File: config.mk
export PLATFORM = sky130hd
export DESIGN_NAME = pwm_interval_timer
export DESIGN_NICKNAME = d
export VERILOG_FILES = /design/src/rtl/pwmt_pkg.sv /design/src/rtl/pwmt_regs.sv /design/src/rtl/pwmt_tick_sel.sv /design/src/rtl/pwmt_core.sv /design/src/rtl/pwm_interval_timer.sv
export SDC_FILE = /design/constraint.sdc
export NUM_CORES = 1
export LEC_CHECK = 0
export BUFFER_PORTS_ARGS = -buffer_cell sky130_fd_sc_hd__buf_2
export CAP_MARGIN = 20
export CORE_MARGIN = 5
export CORE_UTILIZATION = 40
export CTS_BUF_LIST = sky130_fd_sc_hd__clkbuf_4 sky130_fd_sc_hd__clkbuf_8 sky130_fd_sc_hd__clkbuf_16
export CTS_CLUSTER_SIZE = 40
export DETAILED_ROUTE_END_ITERATION = 12
export GPL_TIMING_DRIVEN = 0
export PLACE_DENSITY = 0.67
export SYNTH_ARGS = -nofsm -noshare
export SYNTH_HDL_FRONTEND = slang
export SYNTH_SLANG_ARGS = --single-unit
export TNS_END_PERCENT = 100
File: constraint.sdc
create_clock -name clk -period 5.15 [get_ports clk]
set_input_delay 0.515 -clock clk [delete_from_list [all_inputs] [get_ports clk]]
set_output_delay 0.515 -clock clk [all_outputs]
set_load 0.01 [all_outputs]
File: src/rtl/pwmt_pkg.sv
package pwmt_pkg;
   localparam int REG_W  = 8;
   localparam int B_MODE = 7;
   localparam int B_RSV  = 6;
   localparam int B_SRCH = 5;
   localparam int B_SRCL = 4;
   localparam int B_RUN  = 3;
   localparam int B_FLAG = 2;
   localparam int B_PSEL = 1;
   localparam int B_IEN  = 0;

   typedef enum logic [1:0] {
      SRC_CE0 = 2'b00,
      SRC_CE1 = 2'b01,
      SRC_CE2 = 2'b10,
      SRC_EXT = 2'b11
   } clk_src_e;

   typedef struct packed {
      logic     pwm_mode;
      clk_src_e src;
      logic     run;
      logic     flag;
      logic     pin_sel;
      logic     irq_en;
   } ctl_t;
endpackage

File: src/rtl/pwmt_regs.sv
module pwmt_regs
   import pwmt_pkg::*;
#(
   parameter int CNT_W = 8
) (
   input  logic               clk,
   input  logic               rst_n,
   input  logic               wr,
   input  logic               addr,
   input  logic [REG_W-1:0]   wdata,
   input  logic               match_set,
   output ctl_t               ctl,
   output logic [CNT_W-1:0]   cmp,
   output logic [REG_W-1:0]   rdata
);
   logic wr_ctl, wr_cmp;
   logic unused_rsv;

   assign wr_ctl     = wr && (addr == 1'b0);
   assign wr_cmp     = wr && (addr == 1'b1);
   assign unused_rsv = wdata[B_RSV];

   always_ff @(posedge clk) begin
      if (!rst_n) begin
         ctl <= '0;
      end else begin
         if (wr_ctl) begin
            if (!ctl.run) begin
               ctl.pwm_mode <= wdata[B_MODE];
               ctl.src      <= clk_src_e'(wdata[B_SRCH:B_SRCL]);
            end
            ctl.run     <= wdata[B_RUN];
            ctl.pin_sel <= wdata[B_PSEL];
            ctl.irq_en  <= wdata[B_IEN];
         end
         if (match_set)
            ctl.flag <= 1'b1;
         else if (wr_ctl && !wdata[B_FLAG])
            ctl.flag <= 1'b0;
      end
   end

   always_ff @(posedge clk) begin
      if (!rst_n)      cmp <= '0;
      else if (wr_cmp) cmp <= wdata[CNT_W-1:0];
   end

   always_comb begin
      rdata = '0;
      if (addr == 1'b0) begin
         rdata[B_MODE]          = ctl.pwm_mode;
         rdata[B_SRCH:B_SRCL]   = ctl.src;
         rdata[B_RUN]           = ctl.run;
         rdata[B_FLAG]          = ctl.flag;
         rdata[B_PSEL]          = ctl.pin_sel;
         rdata[B_IEN]           = ctl.irq_en;
      end else begin
         rdata[CNT_W-1:0]       = cmp;
      end
   end

   AST_MODE_FROZEN: assert property (@(posedge clk) disable iff (!rst_n)
      (wr_ctl && ctl.run) |=> ($stable(ctl.pwm_mode) && $stable(ctl.src)));
   AST_FLAG_CLEARS: assert property (@(posedge clk) disable iff (!rst_n)
      (wr_ctl && !wdata[B_FLAG] && !match_set) |=> !ctl.flag);
   AST_FLAG_SOURCE: assert property (@(posedge clk) disable iff (!rst_n)
      $rose(ctl.flag) |-> $past(match_set));
endmodule

File: src/rtl/pwmt_tick_sel.sv
module pwmt_tick_sel
   import pwmt_pkg::*;
#(
   parameter int N_CE     = 3,
   parameter bit EXT_EDGE = 1'b1
) (
   input  logic            clk,
   input  logic            rst_n,
   input  logic [N_CE-1:0] ce_int,
   input  logic            ext_in,
   input  clk_src_e        src,
   output logic            tick
);
   logic ext_tick;

   generate
      if (EXT_EDGE) begin : g_edge
         logic ext_q;
         always_ff @(posedge clk) begin
            if (!rst_n) ext_q <= 1'b0;
            else        ext_q <= ext_in;
         end
         assign ext_tick = ext_in && !ext_q;
      end else begin : g_level
         assign ext_tick = ext_in;
      end
   endgenerate

   always_comb begin
      unique case (src)
         SRC_CE0: tick = ce_int[0];
         SRC_CE1: tick = ce_int[1];
         SRC_CE2: tick = ce_int[2];
         SRC_EXT: tick = ext_tick;
         default: tick = 1'b0;
      endcase
   end

   AST_TICK_FROM_SRC: assert property (@(posedge clk) disable iff (!rst_n)
      (tick && src != SRC_EXT) |-> ce_int[src]);
endmodule

File: src/rtl/pwmt_core.sv
module pwmt_core #(
   parameter int CNT_W = 8
) (
   input  logic             clk,
   input  logic             rst_n,
   input  logic             tick,
   input  logic             run,
   input  logic             pwm_mode,
   input  logic [CNT_W-1:0] cmp,
   output logic             wave,
   output logic             match_set
);
   logic [CNT_W-1:0] cnt;
   logic             sq;
   logic             hit;

   assign hit       = (cnt == cmp);
   assign match_set = tick && run && !pwm_mode && hit;

   always_ff @(posedge clk) begin
      if (!rst_n) begin
         cnt <= '0;
         sq  <= 1'b0;
      end else if (!run) begin
         cnt <= '0;
         sq  <= 1'b0;
      end else if (tick) begin
         if (pwm_mode) begin
            cnt <= cnt + 1'b1;
         end else if (hit) begin
            cnt <= '0;
            sq  <= !sq;
         end else begin
            cnt <= cnt + 1'b1;
         end
      end
   end

   always_comb begin
      if (!run)          wave = 1'b0;
      else if (pwm_mode) wave = (cnt < cmp);
      else               wave = sq;
   end

   AST_STOP_CLEARS: assert property (@(posedge clk) disable iff (!rst_n)
      !run |=> (cnt == '0 && !sq));
   AST_INT_WRAP: assert property (@(posedge clk) disable iff (!rst_n)
      (run && tick && !pwm_mode && hit) |=> (cnt == '0 && sq != $past(sq)));
   AST_PWM_ROLL: assert property (@(posedge clk) disable iff (!rst_n)
      (run && tick && pwm_mode && cnt == '1) |=> cnt == '0);
   AST_IDLE_HOLD: assert property (@(posedge clk) disable iff (!rst_n)
      (run && !tick && $past(run)) |=> $stable(cnt) || !run);
endmodule

File: src/rtl/pwm_interval_timer.sv
module pwm_interval_timer
   import pwmt_pkg::*;
#(
   parameter int CNT_W    = 8,
   parameter bit EXT_EDGE = 1'b1
) (
   input  logic       clk,
   input  logic       rst_n,
   input  logic       bus_wr,
   input  logic       bus_addr,
   input  logic [7:0] bus_wdata,
   output logic [7:0] bus_rdata,
   input  logic [2:0] ce_int,
   input  logic       ext_pulse,
   input  logic       gpio_bit,
   output logic       pin_out,
   output logic       irq
);
   localparam int N_CE = 3;

   generate
      if (CNT_W < 2 || CNT_W > REG_W) begin : g_bad_width
         $error("pwm_interval_timer: CNT_W must lie in 2..8");
      end
   endgenerate

   ctl_t             ctl;
   logic [CNT_W-1:0] cmp;
   logic             tick, wave, match_set;

   pwmt_regs #(.CNT_W(CNT_W)) u_regs (
      .clk(clk), .rst_n(rst_n), .wr(bus_wr), .addr(bus_addr),
      .wdata(bus_wdata), .match_set(match_set), .ctl(ctl),
      .cmp(cmp), .rdata(bus_rdata)
   );

   pwmt_tick_sel #(.N_CE(N_CE), .EXT_EDGE(EXT_EDGE)) u_tick (
      .clk(clk), .rst_n(rst_n), .ce_int(ce_int), .ext_in(ext_pulse),
      .src(ctl.src), .tick(tick)
   );

   pwmt_core #(.CNT_W(CNT_W)) u_core (
      .clk(clk), .rst_n(rst_n), .tick(tick), .run(ctl.run),
      .pwm_mode(ctl.pwm_mode), .cmp(cmp), .wave(wave),
      .match_set(match_set)
   );

   assign pin_out = ctl.pin_sel ? wave : gpio_bit;
   assign irq     = ctl.flag && ctl.irq_en;

   AST_PWM_IRQ_QUIET: assert property (@(posedge clk) disable iff (!rst_n)
      (ctl.pwm_mode && !irq && !(bus_wr && !bus_addr && !ctl.run)) |=> !irq);
   AST_OFF_PIN_LOW: assert property (@(posedge clk) disable iff (!rst_n)
      (ctl.pin_sel && !ctl.run) |-> !pin_out);
endmodule

# Word-level counts from Yosys, hierarchy flattened
# Cells that the tools add are included.
[classes] addsub=1 magnitude_cmp=1 eq_ne=4 mux=11 bitwise=3 reduce_logical=17
[op_table] operator="$mux 8" n=2
[op_table] operator="$add 8x1->8 const B" n=1
[op_table] operator="$eq 8x8->1" n=1
[op_table] operator="$logic_and 1x1->1" n=8
[op_table] operator="$lt 8x8->1" n=1
[op_table] operator="$mux 1" n=7
[op_table] operator="$mux 6" n=1
[op_table] operator="$eq 2x2->1 const B" n=2
[op_table] operator="$logic_not 1->1" n=4
[op_table] operator="$pmux 1 s4" n=1
[op_table] operator="$reduce_and 2->1" n=2
[op_table] operator="$not 1->1" n=3
[op_table] operator="$reduce_and 3->1" n=1
[op_table] operator="$eq 2x1->1 const B" n=1
[op_table] operator="$logic_not 2->1" n=1
[op_table] operator="$reduce_bool 2->1" n=1
[totals] reg_bits=25 inputBits=17 output_inout_bits=10 elab_cells=47

# Longest topological paths before layout
# Gate-level depths: netlist of the first run.
[depth] word_depth=7 ltp_mapped=6 mapped_depth_nobuf=6

# Cells and area by module
# A second synthesis of the first run with hierarchy kept.
[unflattened] cells_unflattened=151 hier_area_um2=1375.1
[by_module_without_submodules] mod="pwmt_regs" instances=1 cells_each=72 area_each_um2=675.6 seq_area_each_um2=300.3
[by_module_without_submodules] mod="pwmt_core" instances=1 cells_each=73 area_each_um2=623.1 seq_area_each_um2=180.2
[by_module_without_submodules] mod="pwmt_tick_sel" instances=1 cells_each=4 area_each_um2=55.1 seq_area_each_um2=20.0
[by_module_without_submodules] mod="pwm_interval_timer" instances=1 cells_each=2 area_each_um2=21.3 seq_area_each_um2=0.0

# Worst setup path before layout of the first run
# No wires, ideal clock.
[synth_path] kind="register -> output" startpoint="register u_regs.cmp[2]" endpoint="output pin_out" t_arrival_ns=1.776 required_ns=4.635 slack_ns=2.859 stages_incl_launch_ff=7 path_buffers=0 cell_sequence="dfxtp_1 -> inv_1 -> ha_1 -> and3_1 -> a221o_1 -> a221o_1 -> a31oi_1"
[synth_between] elab_chain_cells=4
[synth_lines] element="start, declared" line_no="pwmt_regs.sv:13" rtl="output logic [CNT_W-1:0] cmp,"
[synth_lines] element="start signal, assigned" line_no="pwmt_regs.sv:45" rtl="else if (wr_cmp) cmp <= wdata[CNT_W-1:0];"
[synth_lines] element="$lt 8x8->1" line_no="pwmt_core.sv:41" rtl="else if (pwm_mode) wave = (cnt < cmp);"
[synth_lines] element="$mux 1" line_no="pwmt_core.sv:41"
[synth_lines] element="$mux 1" line_no="pwmt_core.sv:40" rtl="if (!run) wave = 1'b0;"
[synth_lines] element="$mux 1" line_no="pwm_interval_timer.sv:48" rtl="assign pin_out = ctl.pin_sel ? wave : gpio_bit;"
[synth_lines] element="end, declared" line_no="pwm_interval_timer.sv:16" rtl="output logic pin_out,"
# No other way between the ends.

# Worst setup path in the final report of the first run
[layout_path] startpoint="register u_core.cnt[2]" endpoint="output pin_out"
[layout_between] elab_chain_cells=4
[layout_lines] element="start, declared" line_no="pwmt_core.sv:13" rtl="logic [CNT_W-1:0] cnt;"
[layout_lines] element="start signal, assigned" line_no="pwmt_core.sv:29" rtl="cnt <= cnt + 1'b1;"
[layout_lines] element="start signal, assigned" line_no="pwmt_core.sv:34" rtl="cnt <= cnt + 1'b1;"
[layout_lines] element="$lt 8x8->1" line_no="pwmt_core.sv:41"
[layout_lines] element="$mux 1" line_no="pwmt_core.sv:41"
[layout_lines] element="$mux 1" line_no="pwmt_core.sv:40"
[layout_lines] element="$mux 1" line_no="pwm_interval_timer.sv:48"
# No other way between the ends.

==> results.md, run 1 <==
* Req. time, crit path at between 4000 and 5000 ps
* # diodes at 0
* Clk sinks at 25
* Gate Count Post-Synth at 164
* Setup violations, final at 0
* Slew headroom at 0.605
* CP Capture Type: output pin
* # resized after CTS at 0
* Area grow syn2layout at 14.8%
* Grt met2 use at 0.220
* Worst-path cell chain: ha_1, and3_1, a221o_1, a221o_1, a31oi_1, buf_2
* CTS tree: done
* Post-synthesis simple-gate area fraction at 0.221
* DR DRC count at 0
* Peak VDD IR at 0.000118 V
* Worst Setup Path Type: reg -> out
* Flop2flop setup slack at 3290 ps
* Core ar. at between 3000 and 4000 sq um
* Area of the die at between 4000 and 5000 sq um
* Vias in the first global route at 1207
* Routed vias/inst at between 5 and 6
* Combinational family with the most area after synthesis: simple AND/OR/NAND/NOR gates
* Via count at 1191
* Hold_ws at 416 ps
* H-Tree Depth at 1
* WL/cell at about 13 um
* Worst-path clk slew at 140 ps
* Drt pass-1 iters at 4
* CP Buf/Inv Count at 1
* Latest clock arrival within the worst-skew pair at 320 ps
* Final Max Tran Viols at 0
* Proportion of synthesized area in mux cells at 0.117
* Setup TNS at 0 ps
* GR met3 Demand/Resource at 0.0349
* Slew @ Worst Pin at 592 ps
* Synth Cell Area at between 1000 and 1500 sq um
* Synth Area in Compound Gates at 0.169
* Crit path time final at approximately 2800 ps
* Top delay family on crit path: compound AO/OA/AOI/OAI gates
* Result of the run: finished, final reports clean
* Post-Syn Area per Cell at approximately 8.5 sq um
* Worst min-delay path category: in -> reg
* Overflow after GRT at 0
* Clk_skew at 1.56 ps
* Fmax at between 300 and 400 MHz
* Synth Area in XOR/XNOR at 0
* Die Span X at about 69 um
* Total CTS buffers at 3
* PwrDens at 217 nW/um^2
* Total power at 0.000349 W
* Routability cong. at 0.839
* Routed WL at 2980 um
* Syn nets at 190
* Maximum root-to-sink buffer count at 2
* Floorplan row count at 21
* Buffers on Ports at 24
* Antenna violations before repair at 0
* Largest net degree at the start of global routing at 16
* Worst setup SP type: flop
* Nets at 219
* Detail Route Antenna Nets at 0
* Die height at 69.1 um
* Unrepaired setup endpoints after global routing: false
* Most frequent CP cell: a221o_1
* Dpl hpwl at 2320 um
* First-pass GRT wire length at approximately 5200 um
* Max incr delay on CP at between 400 and 500 ps
* CP max stage cell: dfxtp_1
* Post-synthesis cell type count at 28
* Root Buffer: clkbuf_4
* Critical Path AT at 2320 ps
* Max cap viols at 0
* Post-CTS setup repair buffer count at 0
* Seq/Total Area, Yosys at 0.358
* Leak Pwr at approximately 0.64 nW
* Yosys warns at 0
* Gr busiest metal: met2
* Adder-cell share of the synthesized area at 0.0805
* Routing usage on met1 at 0.163
* CP max FO at 7
* Initial Util at 0.416
* Layout cell share with drive strength beyond 1 at 0.198
* Fin crit share at 0.551
* Hold Buf Count CTS at 0
* DR iter-0 viols at 36
* Total track usage at 0.129
* FF+latch count, synth at 25
* Hold Vio Cnt, Final at 0
* # IOs at 27
power by group:
group	internal, W	total (W)	switching [W]
clock network	0.0000297	0.0000894	0.0000598
registers	0.000199	0.000204	0.00000479
logic	0.0000252	0.0000552	0.0000300
total	0.000254	0.000349	0.0000946
layer usage:
| metal | share of wire | vias up |
|---|---|---|
| li1 | - | 636 |
| met1 | 0.49 | 536 |
| met2 | 0.48 | 17 |
| met3 | 0.029 | 2 |
| met4 | 0.0040 | 0 |
| met5 | 0 | - |
sequential cells by signal, indices dropped and copies added, names as in the netlist:
register / flops
u_core.cnt: 8
u_core.sq: 1
u_regs.cmp: 8
u_regs.ctl: 7
u_tick.g_edge.ext_q: 1
worst paths after layout:
kind                                             to  depth (start not counted)          start
worst max-delay path                        pin_out                          6  u_core.cnt[2]
worst min-delay path            u_tick.g_edge.ext_q                          2      ext_pulse
worst max register to register        u_core.cnt[7]                          6  u_core.cnt[0]
worst min register to register        u_regs.cmp[3]                          2  u_regs.cmp[3]
cells in the final DEF, fill, tap and decap left out:
master / synthesis / routed
clkinvlp_4: 0 / 1
o21ai_0: 11 / 11
mux4_2: 2 / 2
nor2b_1: 4 / 4
clkbuf_4: 0 / 3
dfxtp_1: 25 / 25
o21bai_1: 1 / 1
nand3_1: 14 / 14
mux2i_1: 4 / 4
ha_1: 9 / 9
a31oi_1: 1 / 1
and2_1: 4 / 4
and2b_1: 1 / 1
or3_1: 6 / 6
or4_1: 1 / 1
nor2_1: 1 / 1
and4_1: 2 / 2
nand2_1: 19 / 19
mux2_2: 7 / 7
a221o_1: 2 / 2
inv_1: 13 / 13
nand4_1: 2 / 2
nand2b_1: 4 / 4
a21oi_1: 10 / 10
a21o_1: 1 / 1
a21boi_0: 11 / 11
o31ai_1: 1 / 1
and3_1: 1 / 1
buf_2: 1 / 25
clkbuf_1: 6 / 6
kinds of logic after synthesis:
logic type / count (synthesis)
simple gates: 59
compound gates: 38
flops: 25
buf+inv: 20
mux: 13
fa+ha+maj: 9
cells in the mapped netlist, drive strengths merged:
cell type	number	area, sq um
mux2	7	78.8
nor2	1	3.75
inv	13	48.8
dfxtp	25	500
mux4	2	45.0
ha	9	113
mux2i	4	40.0
a221o	2	20.0
buf	1	5.00
o21bai	1	7.51
and2b	1	7.51
a21oi	10	50.1
nand4	2	12.5
or4	1	7.51
and4	2	17.5
o21ai	11	55.1
a21o	1	7.51
nor2b	4	25.0
nand3	14	70.1
and3	1	6.26
nand2	19	71.3
or3	6	37.5
a21boi	11	82.6
and2	4	25.0
a31oi	1	6.26
nand2b	4	25.0
o31ai	1	7.51
clkbuf	6	22.5
metrics by stage:
step / setup slack (ps) / std cells / utilization / cell area [sq um]
after detailed placement: 2680 / 234 / 0.469 / 1580
after floorplan: 2860 / 164 / - / 1400
after global placement: 2660 / 234 / 0.469 / 1580
after global routing: 2190 / 238 / 0.478 / 1610
after CTS: 2290 / 238 / 0.478 / 1610
final: 2310 / 238 / 0.478 / 1610
layout make-up:
cell class / instances / area, sq um
Fill cell: 385 / 1760
Multi-Input combinational cell: 119 / 822
Sequential cell: 25 / 500
Timing Repair Buffer: 24 / 120
Tap cell: 46 / 57.6
Inverter: 13 / 48.8
Buffer: 7 / 27.5
Clock buffer: 3 / 22.5
Clock inverter: 1 / 7.51
worst reg2reg max path: cells and delay by family, from the launching register on:
family	cells	cell delay [ps]
simple gates	2	310
buf+inv	1	110
flops	1	450
compound gates	2	610
fa+ha+maj	1	270
Note: power is estimated with default switching activity, not from simulation.
==> run 2, diff against run 1 <==
--- a/config.mk
+++ b/config.mk
@@ -5,6 +5,7 @@
 export SDC_FILE = /design/constraint.sdc
 export NUM_CORES = 1
 export LEC_CHECK = 0
+export ABC_AREA = 1
 export BUFFER_PORTS_ARGS = -buffer_cell sky130_fd_sc_hd__buf_2
 export CAP_MARGIN = 20
 export CORE_MARGIN = 5
==> constraint.sdc (replaced) <==
create_clock -name clk -period 2.75 [get_ports clk]
set_input_delay 0.275 -clock clk [delete_from_list [all_inputs] [get_ports clk]]
set_output_delay 0.275 -clock clk [all_outputs]
set_load 0.01 [all_outputs]
==> results.md, run 2 <==
* Max cap viols at 0 (unchanged)
* FF+latch count, synth at 25 (unchanged)
* Metal2 WL at 1340 um (-7.0%)
* Worst-path cell chain: ha_1, nand2_1, inv_1, nand2_1, nand2_1, o21bai_1, nand2_1, nand2_1, nand2_1, nand2_1, buf_2
* Initial Util at 0.412 (-0.00422)
* H-Tree Depth at 1 (unchanged)
* Core ar. at 3340 sq um (-0.78%)
* PnR worst setup slack at 673 ps (-1640 ps)
* CP max FO at 6 (-1)
* # IOs at 27 (unchanged)
* CP Capture Type: output pin
* Syn nets at 220 (+16%)
* First-pass GRT wire length at 4860 um (-6.7%)
* Die height at 68.6 um (-0.77%)
* Setup TNS at 0 ps (unchanged)
* Antenna violations before repair at 0 (unchanged)
* Fmax at 481 MHz
* Commonest non-fill, non-tap cell in the layout: nand2_1
* Setup violations, final at 0 (unchanged)
* Die Span X at 68.6 um (-0.77%)
* Max incr delay on CP at 460 ps (about the same)
* # resized after CTS at 0 (unchanged)
* Via count at 1252 (+5.1%)
* Max layer used: met4
* Nets at 251 (+15%)
* Top cells by area, synth: dfxtp_1 36%, nand2_1 11%, inv_1 8.5%
* R2R depth at 10 (+4)
* Fraction of registers with async set/reset at 0 (unchanged)
* Worst-path clk slew at 150 ps (about the same)
* Regs by FF count: u_core.cnt: 8 flops, u_regs.cmp: 8 flops, u_regs.ctl: 7 flops
* Leak Pwr at 0.768 nW (+19%)
* Top cell type by total area after synthesis: dfxtp_1
* Floorplan row count at 21 (unchanged)
* Crit path time final at 2080 ps
* Commonest cells in the netlist: 40 x nand2_1, 31 x inv_1, 25 x dfxtp_1, 23 x o21ai_0, 21 x a21oi_1
* Most frequent CP cell: nand2_1
* Slew @ Worst Pin at 423 ps (-168 ps)
* Peak VDD IR at 0.000234 V (+98%)
* Yosys warns at 0 (unchanged)
* Area of the die at 4710 sq um (-1.5%)
* Buffers on Ports at 26 (+8.3%)
* Dpl hpwl at 2390 um (+2.9%)
* Drt pass-1 iters at 4 (unchanged)
* Hold Vio Cnt, Final at 0 (unchanged)
* Routability cong. at 0.840 (about the same)
* Vias in the first global route at 1132 (-6.2%)
* DR DRC count at 0 (unchanged)
* Post-synth EDFFs at 0 (unchanged)
* Area grow syn2layout at 15.7%
* Overflow after GRT at 0 (unchanged)
* Flop2flop setup slack at 1060 ps (-2230 ps)
* Total CTS buffers at 3 (unchanged)
* CP max stage cell: dfxtp_1
* Most common cell in the netlist: nand2_1
* Synth Cell Area at 1370 sq um (-1.8%)
* Root Buffer: clkbuf_4
* Top delay family on crit path: flip-flops
* Unrepaired setup endpoints after global routing: false
* Maximum root-to-sink buffer count at 2 (unchanged)
* Metal3 WL at 149 um (+73%)
* Detail Route Antenna Nets at 0 (unchanged)
* Crit path depth at 11 (+5)
* Worst setup SP type: flop
* Hold_ws at 133 ps (-283 ps)
* Yosys top cell area share at 0.364 (+0.00652)
* Largest net degree at the start of global routing at 15 (-1)
* Critical Path AT at 1800 ps (-520 ps)
* Req. time, crit path at 2480 ps (-2160 ps)
* Worst min-delay path category: in -> reg
* M1 WL at 1460 um (+0.62%)
* CP Buf/Inv Count at 2 (+1)
* Layout cell share with drive strength beyond 1 at 0.192 (-0.00595)
* Routed WL at 2970 um (-0.37%)
* Seq/Total Area, Yosys at 0.364 (+0.00652)
* Most frequent cells in the layout: 40 x nand2_1, 31 x inv_1, 26 x buf_2, 25 x dfxtp_1, 23 x o21ai_0
* Total track usage at 0.137 (+0.00816)
* Dpl ws at 1040 ps (-1650 ps)
* Gate Count Post-Synth at 194 (+18%)
* Hold Path Depth at 3 (+1)
* Routed vias/inst at 4.64 (-7.3%)
* Hold Buf Count CTS at 0 (unchanged)
* Post-synthesis cell type count at 26 (-7.1%)
* PwrDens at 428 nW/um^2 (+97%)
* Final Max Tran Viols at 0 (unchanged)
* Slew headroom at 0.718 (+0.113)
* DR iter-0 viols at 59 (+64%)
* WL/cell at 11.0 um (-12%)
* Clk sinks at 25 (unchanged)
* Total placed instance area at 1560 sq um (-0.95%)
* Post-CTS setup repair buffer count at 0 (unchanged)
* Clk_skew at 20.2 ps (+18.6 ps)
* CTS tree: done
* Result of the run: finished, final reports clean
* Worst Setup Path Type: reg -> out
* Fin area at 1590 sq um (-1.1%)
* Post-Syn Area per Cell at 7.08 sq um (-17%)
* Fin crit share at 0.755
* Top_reg_cell synth: dfxtp_1
* Latest clock arrival within the worst-skew pair at 330 ps (about the same)
* # diodes at 0 (unchanged)
-- run 2: cells by family after synthesis --
group                    after synthesis  share of synthesized area
AO/OA/AOI/OAI                         51                      0.204
adder cells (fa/ha/maj)                9                     0.0820
buffers and inverters                 37                      0.107
AND/OR/NAND/NOR                       72                      0.243
flip-flops                            25                      0.364
-- run 2: stage by stage --
step	utilization	power, W	instances
floorplan	-	0.000478	194
CTS	0.476	0.000688	270
global route	0.476	0.000723	270
finish	0.476	0.000679	270
global placement	0.468	0.000520	266
detailed placement	0.468	0.000522	266
-- run 2: layout make-up --
cell class	instances	area, sq um
Fill cell	373	1750
Sequential cell	25	500
Buffer	4	22.5
Timing Repair Buffer	26	130
Tap cell	46	57.6
Inverter	33	124
Clock inverter	1	5.00
Multi-Input combinational cell	132	727
Clock buffer	3	22.5
-- run 2: path summary, 6_finish.rpt --
path                      start                   to
setup / recovery  u_core.cnt[2]              pin_out
hold / removal        ext_pulse  u_tick.g_edge.ext_q
setup reg to reg  u_core.cnt[3]        u_core.cnt[6]
hold reg to reg   u_regs.cmp[6]        u_regs.cmp[6]
-- run 2: power breakdown --
group	switching (W)	leakage (nW)	internal [W]
logic	0.0000782	0.546	0.0000477
registers	0.00000874	0.204	0.000378
clock network	0.000112	0.0177	0.0000544
total	0.000199	0.768	0.000481
-- run 2: worst reg2reg max path, cell delays in order, from the launching register on --
cell	delay [ps]
dfxtp_1	380
ha_1	320
nand2_1	80
inv_1	80
nand4_1	100
nor2_1	140
nand2_1	120
nand2_1	180
inv_1	100
nand2_1	90
nor2_2	30
-- run 2: metal layers --
layer,global-route usage,vias to the layer above
met3,0.0292,2
met1,0.179,530
li1,-,693
met5,0,-
met2,0.229,27
met4,0.0298,0
